`src/rtl/spisl_pkg.sv`:
```
package spisl_pkg;

    localparam int HDR_BITS_DEF = 16;
    localparam int RSP_BITS_DEF = 32;
    localparam int SYNC_STAGES  = 2;

    typedef struct packed {
        logic sclk;
        logic ssn;
    } pins_t;

    typedef struct packed {
        logic start;
        logic stop;
        logic rise;
        logic fall;
    } evt_t;

    localparam pins_t PINS_IDLE = '{sclk: 1'b0, ssn: 1'b1};

    function automatic int cnt_width(input int frame_bits);
        return $clog2(frame_bits + 2);
    endfunction

endpackage

```
`src/rtl/spisl_sync.sv`:
```
module spisl_sync #(
    parameter int W      = 2,
    parameter int STAGES = 2,
    parameter logic [W-1:0] RST_VAL = '0
) (
    input  logic         clk,
    input  logic         rst,
    input  logic [W-1:0] din,
    output logic [W-1:0] dout
);
    logic [W-1:0] stg [STAGES];

    for (genvar s = 0; s < STAGES; s++) begin : g_stage
        if (s == 0) begin : g_first
            always_ff @(posedge clk) begin
                if (rst) stg[s] <= RST_VAL;
                else     stg[s] <= din;
            end
        end else begin : g_next
            always_ff @(posedge clk) begin
                if (rst) stg[s] <= RST_VAL;
                else     stg[s] <= stg[s-1];
            end
        end
    end

    assign dout = stg[STAGES-1];
endmodule

```
`src/rtl/spisl_framer.sv`:
```
module spisl_framer
    import spisl_pkg::*;
#(
    parameter int HDR_W = HDR_BITS_DEF,
    parameter int RSP_W = RSP_BITS_DEF,
    localparam int FRAME_W = HDR_W + RSP_W,
    localparam int CNT_W   = cnt_width(FRAME_W)
) (
    input  logic             clk,
    input  logic             rst,
    input  pins_t            pins_s,
    output evt_t             evt,
    output logic [CNT_W-1:0] bit_cnt,
    output logic             done,
    output logic             err
);
    localparam logic [CNT_W-1:0] CNT_FULL = CNT_W'(FRAME_W);
    localparam logic [CNT_W-1:0] CNT_SAT  = CNT_W'(FRAME_W + 1);

    logic sclk_q;
    logic ssn_q;

    always_comb begin
        evt.start = ssn_q  & ~pins_s.ssn;
        evt.stop  = ~ssn_q &  pins_s.ssn;
        evt.rise  = ~pins_s.ssn &  pins_s.sclk & ~sclk_q;
        evt.fall  = ~pins_s.ssn & ~pins_s.sclk &  sclk_q;
    end

    always_ff @(posedge clk) begin
        if (rst) begin
            sclk_q  <= PINS_IDLE.sclk;
            ssn_q   <= PINS_IDLE.ssn;
            bit_cnt <= '0;
            done    <= 1'b0;
            err     <= 1'b0;
        end else begin
            sclk_q <= pins_s.sclk;
            ssn_q  <= pins_s.ssn;
            done   <= 1'b0;
            err    <= 1'b0;
            if (evt.start) begin
                bit_cnt <= '0;
            end else if (evt.stop) begin
                done    <= (bit_cnt == CNT_FULL);
                err     <= (bit_cnt != CNT_FULL);
                bit_cnt <= '0;
            end else if (evt.rise && bit_cnt != CNT_SAT) begin
                bit_cnt <= bit_cnt + 1'b1;
            end
        end
    end
endmodule

```
`src/rtl/spisl_txpath.sv`:
```
module spisl_txpath
    import spisl_pkg::*;
#(
    parameter int HDR_W = HDR_BITS_DEF,
    parameter int RSP_W = RSP_BITS_DEF,
    localparam int FRAME_W = HDR_W + RSP_W,
    localparam int CNT_W   = cnt_width(FRAME_W)
) (
    input  logic             clk,
    input  logic             rst,
    input  logic [RSP_W-1:0] rsp_data,
    input  logic             rsp_valid,
    input  evt_t             evt,
    input  logic [CNT_W-1:0] bit_cnt,
    input  logic             active,
    output logic             miso,
    output logic             miso_oe
);
    localparam logic [CNT_W-1:0] CNT_FIRST = CNT_W'(HDR_W);
    localparam logic [CNT_W-1:0] CNT_SHIFT = CNT_W'(HDR_W + 1);

    logic [RSP_W-1:0] hold_q;
    logic [RSP_W-1:0] shreg_q;

    always_ff @(posedge clk) begin
        if (rst) begin
            hold_q  <= '0;
            shreg_q <= '0;
        end else begin
            if (rsp_valid) hold_q <= rsp_data;
            if (evt.start)
                shreg_q <= hold_q;
            else if (evt.fall && bit_cnt >= CNT_SHIFT)
                shreg_q <= {shreg_q[RSP_W-2:0], 1'b0};
        end
    end

    assign miso_oe = active;
    assign miso    = active && (bit_cnt >= CNT_FIRST) && shreg_q[RSP_W-1];
endmodule

```
`src/rtl/fixed_frame_spi_slave.sv`:
```
module fixed_frame_spi_slave
    import spisl_pkg::*;
#(
    parameter int HDR_W = HDR_BITS_DEF,
    parameter int RSP_W = RSP_BITS_DEF,
    localparam int FRAME_W = HDR_W + RSP_W,
    localparam int CNT_W   = cnt_width(FRAME_W)
) (
    input  logic             clk,
    input  logic             rst,
    input  logic             sclk_i,
    input  logic             ssn_i,
    input  logic [RSP_W-1:0] rsp_data_i,
    input  logic             rsp_valid_i,
    output logic             miso_o,
    output logic             miso_oe_o,
    output logic             frame_done_o,
    output logic             frame_err_o
);
    pins_t            pins_raw;
    pins_t            pins_s;
    evt_t             evt;
    logic [CNT_W-1:0] bit_cnt;

    assign pins_raw = '{sclk: sclk_i, ssn: ssn_i};

    spisl_sync #(
        .W      ($bits(pins_t)),
        .STAGES (SYNC_STAGES),
        .RST_VAL(PINS_IDLE)
    ) u_sync (
        .clk (clk),
        .rst (rst),
        .din (pins_raw),
        .dout(pins_s)
    );

    spisl_framer #(.HDR_W(HDR_W), .RSP_W(RSP_W)) u_framer (
        .clk    (clk),
        .rst    (rst),
        .pins_s (pins_s),
        .evt    (evt),
        .bit_cnt(bit_cnt),
        .done   (frame_done_o),
        .err    (frame_err_o)
    );

    spisl_txpath #(.HDR_W(HDR_W), .RSP_W(RSP_W)) u_tx (
        .clk      (clk),
        .rst      (rst),
        .rsp_data (rsp_data_i),
        .rsp_valid(rsp_valid_i),
        .evt      (evt),
        .bit_cnt  (bit_cnt),
        .active   (~pins_s.ssn),
        .miso     (miso_o),
        .miso_oe  (miso_oe_o)
    );
endmodule

```
`config.mk`:
```
export PLATFORM = sky130hd
export DESIGN_NAME = fixed_frame_spi_slave
export DESIGN_NICKNAME = d
export VERILOG_FILES = /design/src/rtl/spisl_pkg.sv /design/src/rtl/spisl_sync.sv /design/src/rtl/spisl_framer.sv /design/src/rtl/spisl_txpath.sv /design/src/rtl/fixed_frame_spi_slave.sv
export SDC_FILE = /design/constraint.sdc
export NUM_CORES = 1
export LEC_CHECK = 0
export CAP_MARGIN = 0
export CELL_PAD_IN_SITES_DETAIL_PLACEMENT = 1
export CELL_PAD_IN_SITES_GLOBAL_PLACEMENT = 2
export CORE_ASPECT_RATIO = 1.25
export CORE_UTILIZATION = 36
export CTS_CLUSTER_SIZE = 16
export DETAILED_ROUTE_END_ITERATION = 16
export PLACE_DENSITY_LB_ADDON = 0.1
export SYNTH_ARGS = -nofsm -noshare
export SYNTH_HDL_FRONTEND = slang
export SYNTH_HIERARCHICAL = 1
export SYNTH_SLANG_ARGS = --single-unit
export TNS_END_PERCENT = 50
```
`constraint.sdc`:
```
create_clock -name clk -period 2.2 [get_ports clk]
set_clock_uncertainty 0.1 [all_clocks]
set_input_delay 0.22 -clock clk [delete_from_list [all_inputs] [get_ports clk]]
set_output_delay 0.22 -clock clk [all_outputs]
set_load 0.01 [all_outputs]
```
==> results.json, run 1 <==
{
  "numCtsBuffers": 9,
  "cts_buffer_depth": 2,
  "post_cts.repair.setup_buffers": 0,
  "grt_pass1_vias": 2548,
  "worstSetupPathType": "reg -> out",
  "cp-start-kind": "flop",
  "clock_latency_ps": 330,
  "antenna_found_initial": 0,
  "tns_ps": 0,
  "numClockSinks": 78,
  "ant_nets": 0,
  "slew_headroom": 0.586,
  "synthCells": 346,
  "cts_tree": "yes",
  "die_w_um": 91.7,
  "cts_resized": 0,
  "die_h_um": 114,
  "drc": 0,
  "start_util": 0.373,
  "yosys_warnings": 6,
  "cp.required_ps": 1880,
  "finalCritPeriodShare": 0.863,
  "utilization": 0.451,
  "dp_hpwl_um": 4690,
  "cts_root_buf": "clkbuf_16",
  "io_buffers": 40,
  "finalPower_mw": 3.05,
  "nets": 423,
  "ir_worst_vdd_uv": 381,
  "crit_path_end_kind": "output port",
  "placementRows": 40,
  "ios": 41,
  "vias_per_cell": 4.78,
  "cts.clk_slew.worst_paths_ps": 60,
  "syn_area_per_cell_um2": 10.5,
  "drv_slew": 0,
  "cp_max_fo": 8,
  "antenna_cells_inserted": 0,
  "finalHoldViolCount": 0,
  "regToRegSetupSlack_ps": 310,
  "dr_total_vias": 2450,
  "first_pass_iters": 4,
  "hp-class": "in -> reg",
  "grt_max_degree": 62,
  "fin_area_um2": 4380,
  "gr-usage-all-layers": 0.145,
  "htree_levels": 3,
  "wl_per_cell_um": 13.8,
  "grt_overflow": 0,
  "arrival_ps": 1580,
  "drive_above_1_share": 0.150,
  "maxCapViolCount": 0,
  "outcome": "finished, final reports clean",
  "fp.dieArea_um2": 10500,
  "wl_um": 7060,
  "area_growth_pct": 21.2,
  "synth_fp_nets": 386,
  "place_area_um2": 4110,
  "finalSetupViolCount": 0,
  "drtIter0Drc": 44,
  "core_um2": 9710,
  "tightest_slew_ps": 621,
  "synth_area_um2": 3620,
  "hold_buffers": 0,
  "grt_first_pass_wirelength_um": 12000,
  "rsz0062_at_grt": "no",
  "gp_congestion": 0.666,
  "power_density_nw_per_um2": 697,
  "post-route-min-period_ps": 1900,
  "max_freq_mhz": 527,
  "p_leak_nw": 1.84
}
## metrics by stage
stage / hold slack [ps] / worst slack, ps / std cells
3_5_place_dp: 301 / 328 / 498
6_report: 300 / 302 / 513
2_1_floorplan: 192 / 599 / 346
4_1_cts: 302 / 281 / 513
5_1_grt: 329 / 225 / 513
3_3_place_gp: 292 / 341 / 498
## registers in the layout, summed over array words and instances (netlist names)
signal and cells:
u_tx/shreg_q 32, u_framer/sclk_q 1, u_framer/ssn_q 1, u_framer/bit_cnt 6, u_tx/hold_q 32, u_sync/stg 4
u_framer/err 1, u_framer/done 1
## placed cells by master, fill, tap and decap left out, types with 3 or more instances in the layout
cell and count:
a21oi_1 6, buf_4 8, clkbuf_1 3, clkbuf_16 9, clkdlybuf4s50_1 38, dfxtp_1 78, ha_1 3, inv_1 6
mux2_4 30, mux2i_1 65, nand2_1 6, nand3_1 5, nor2_1 64, nor2b_1 35
## critical path: stages (launching register included)
cell	delay [ps]
dfxtp_1	500
inv_1	120
o211a_1	150
clkdlybuf4s50_1	490
## area by class of cell
cell class                      count  area [um2]
Inverter                            6        22.5
Fill cell                        1098        5330
Clock buffer                       14         264
Timing Repair Buffer               49         485
Tap cell                          126         158
Clock inverter                      1        5.00
Multi-Input combinational cell    239        1890
Sequential cell                    78        1560
## routing by layer
metal	up-vias	track usage	part of all wire
met5	-	0	0
met4	0	0.0603	0.014
met3	8	0.0412	0.041
met2	40	0.232	0.44
met1	1173	0.184	0.50
li1	1229	-	-
## power breakdown
part,switching (mW),internal (mW),total (mW),leakage [nW]
sequential,0.0225,1.45,1.48,0.636
clock,0.535,0.819,1.35,0.133
combinational,0.101,0.124,0.225,1.07
## path summary, 6_finish.rpt
check                                               endpoint                   startpoint  cells after the start
worst max-delay path                                  miso_o  u_sync/stg[1][0]$_SDFF_PP1_                      3
worst max register to register  u_tx/shreg_q[6]$_SDFFE_PP0P_  u_sync/stg[1][0]$_SDFF_PP1_                      5
worst min-delay path             u_tx/hold_q[0]$_SDFFE_PP0P_                          rst                      2
worst min register to register   u_sync/stg[1][0]$_SDFF_PP1_  u_sync/stg[0][0]$_SDFF_PP1_                      1
Note: power is estimated with default switching activity, not from simulation.
==> run 2: changes to the inputs <==
- CORE_UTILIZATION: 36 -> 35
- SYNTH_HIERARCHICAL: 1 -> default
==> results.json, run 2 <==
{
  "outcome": "finished, final reports clean",
  "post_cts.repair.setup_buffers": 0,
  "layout_common_cells": "dfxtp_1 (78), nor2_1 (73), clkdlybuf4s50_1 (38)",
  "cts_root_buf": "clkbuf_16",
  "die_w_um": 88.7,
  "cp-start-kind": "flop",
  "cp_max_fo": 19,
  "finalPower_mw": 3.13,
  "numClockSinks": 78,
  "post-route-min-period_ps": 1950,
  "crit_start": "u_framer.bit_cnt[1]$_SDFFE_PP0P_",
  "timing.hold.ws_ps": 256,
  "vias_per_cell": 4.96,
  "fin_area_um2": 4030,
  "drtIter0Drc": 82,
  "ios": 41,
  "grt_overflow": 0,
  "gr-usage-all-layers": 0.162,
  "die_h_um": 110,
  "io_buffers": 40,
  "drive_above_1_share": 0.169,
  "start_util": 0.361,
  "synth_fp_nets": 356,
  "cp.required_ps": 2330,
  "hold_buffers": 0,
  "clock_latency_ps": 330,
  "layout_commonest_cell": "dfxtp_1",
  "synth_area_um2": 3290,
  "hp-class": "in -> reg",
  "seqPwrFrac": 0.483,
  "finalSetupViolCount": 0,
  "crit_path_end_kind": "flop",
  "synth_edf_count": 0,
  "rsz0062_at_grt": "no",
  "antenna_cells_inserted": 0,
  "grt_max_degree": 35,
  "dpl.cell_count": 463,
  "p_int_mw": 2.41,
  "first_pass_iters": 4,
  "cts_tree": "yes",
  "nets": 391,
  "placementRows": 39,
  "drv_slew": 0,
  "arrival_ps": 2080,
  "synthCells": 316,
  "dp_hpwl_um": 4620,
  "syn_area_per_cell_um2": 10.4,
  "grt_pass1_vias": 2538,
  "power_density_nw_per_um2": 776,
  "finalCritPeriodShare": 0.884,
  "htree_levels": 3,
  "synthFlopType": "dfxtp_1",
  "place_area_um2": 3780,
  "min_from": "rst",
  "grt_first_pass_wirelength_um": 12200,
  "numCtsBuffers": 9,
  "async_reset_ff_frac": 0,
  "tns_ps": 0,
  "synth_seq_area_share": 0.474,
  "maxCapViolCount": 0,
  "dr_total_vias": 2373,
  "tightest_slew_ps": 542,
  "worstSetupPathType": "reg -> reg",
  "ys_ff_latch": 78,
  "cts_resized": 0,
  "layout_setup_ws_ps": 254,
  "finalHoldViolCount": 0,
  "synthTopCellsByCount": "dfxtp_1 (78), nor2_1 (73), mux2i_1 (34)",
  "rr_startpoint": "u_framer.bit_cnt[1]$_SDFFE_PP0P_",
  "place_ws_ps": 250,
  "final_cells": 478,
  "antenna_found_initial": 0,
  "cts_buffer_depth": 2,
  "yosysTopAreaCellShare": 0.474,
  "fp.dieArea_um2": 9800,
  "yosysMostFrequentCell": "dfxtp_1",
  "netSwitchingFraction": 0.230,
  "gp_congestion": 0.701,
  "wl_um": 7080,
  "yosys.area.top_type": "dfxtp_1",
  "slew_headroom": 0.639,
  "p_leak_nw": 1.51,
  "ir_worst_vdd_uv": 360,
  "area_growth_pct": 22.5,
  "yosys_warnings": 0,
  "comb_power_share": 0.106,
  "core_um2": 9130,
  "synthTopCellsByArea": "dfxtp_1 (47%), a221oi_2 (13%), mux2i_1 (10%)",
  "wl_per_cell_um": 14.8,
  "largestRegisters": "u_tx.hold_q (32), u_tx.shreg_q (32), u_framer.bit_cnt (6)",
  "cts.clk_slew.worst_paths_ps": 50,
  "utilization": 0.442,
  "synth_cell_types": 31,
  "switchingPower_mw": 0.719,
  "drc": 0,
  "ant_nets": 0,
  "clkPwrFrac": 0.411,
  "max_freq_mhz": 514
}
-- run 2: cells by family (layout without fill, tap and decap cells) --
kind of cell    after synthesis  in the layout  share of synthesized area
xor+xnor                      4              4                     0.0106
flops                        78             78                      0.474
buf+inv                      33             72                     0.0543
fa+ha+maj                     3              3                     0.0114
mux                          34             34                      0.103
simple gates                 97             97                      0.125
compound gates               67             67                      0.220
-- run 2: final timing paths --
| check | to | slack (ps) | depth (start not counted) |
|---|---|---|---|
| setup reg to reg | u_tx.shreg_q[31]$_SDFFE_PP0P_ | 250 | 7 |
| hold reg to reg | u_sync.stg[1][0]$_SDFF_PP1_ | 310 | 1 |
| hold / removal | u_tx.hold_q[19]$_SDFFE_PP0P_ | 260 | 2 |
| setup / recovery | u_tx.shreg_q[31]$_SDFFE_PP0P_ | 250 | 7 |
-- run 2: cell type report --
class	instances	area, um2
timing repair buffer	52	493
multi-input combinational	205	1560
sequential	78	1560
tap	123	154
fill	1038	5090
inverter	5	18.8
clock inverter	2	10.0
clock buffer	13	240
-- run 2: power groups by stage --
stage / Combinational [mW] / Clock (mW) / Sequential, mW
floorplan: 0.228 / 0 / 1.53
global placement: 0.329 / 0 / 1.54
detailed placement: 0.336 / 0 / 1.54
CTS: 0.338 / 1.34 / 1.51
global route: 0.367 / 1.40 / 1.52
finish: 0.330 / 1.29 / 1.51
-- run 2: critical path: stages (launching register included) --
cell and delay, ps:
dfxtp_1 360, inv_1 80, ha_1 190, nor2_1 80, a311o_2 220, buf_4 300
o2bb2a_1 270, a311oi_1 250
-- run 2: layer usage --
layer	track usage	share of wire
met5	0	0
met1	0.197	0.46
met4	0.0677	0.017
met3	0.0389	0.032
met2	0.267	0.49
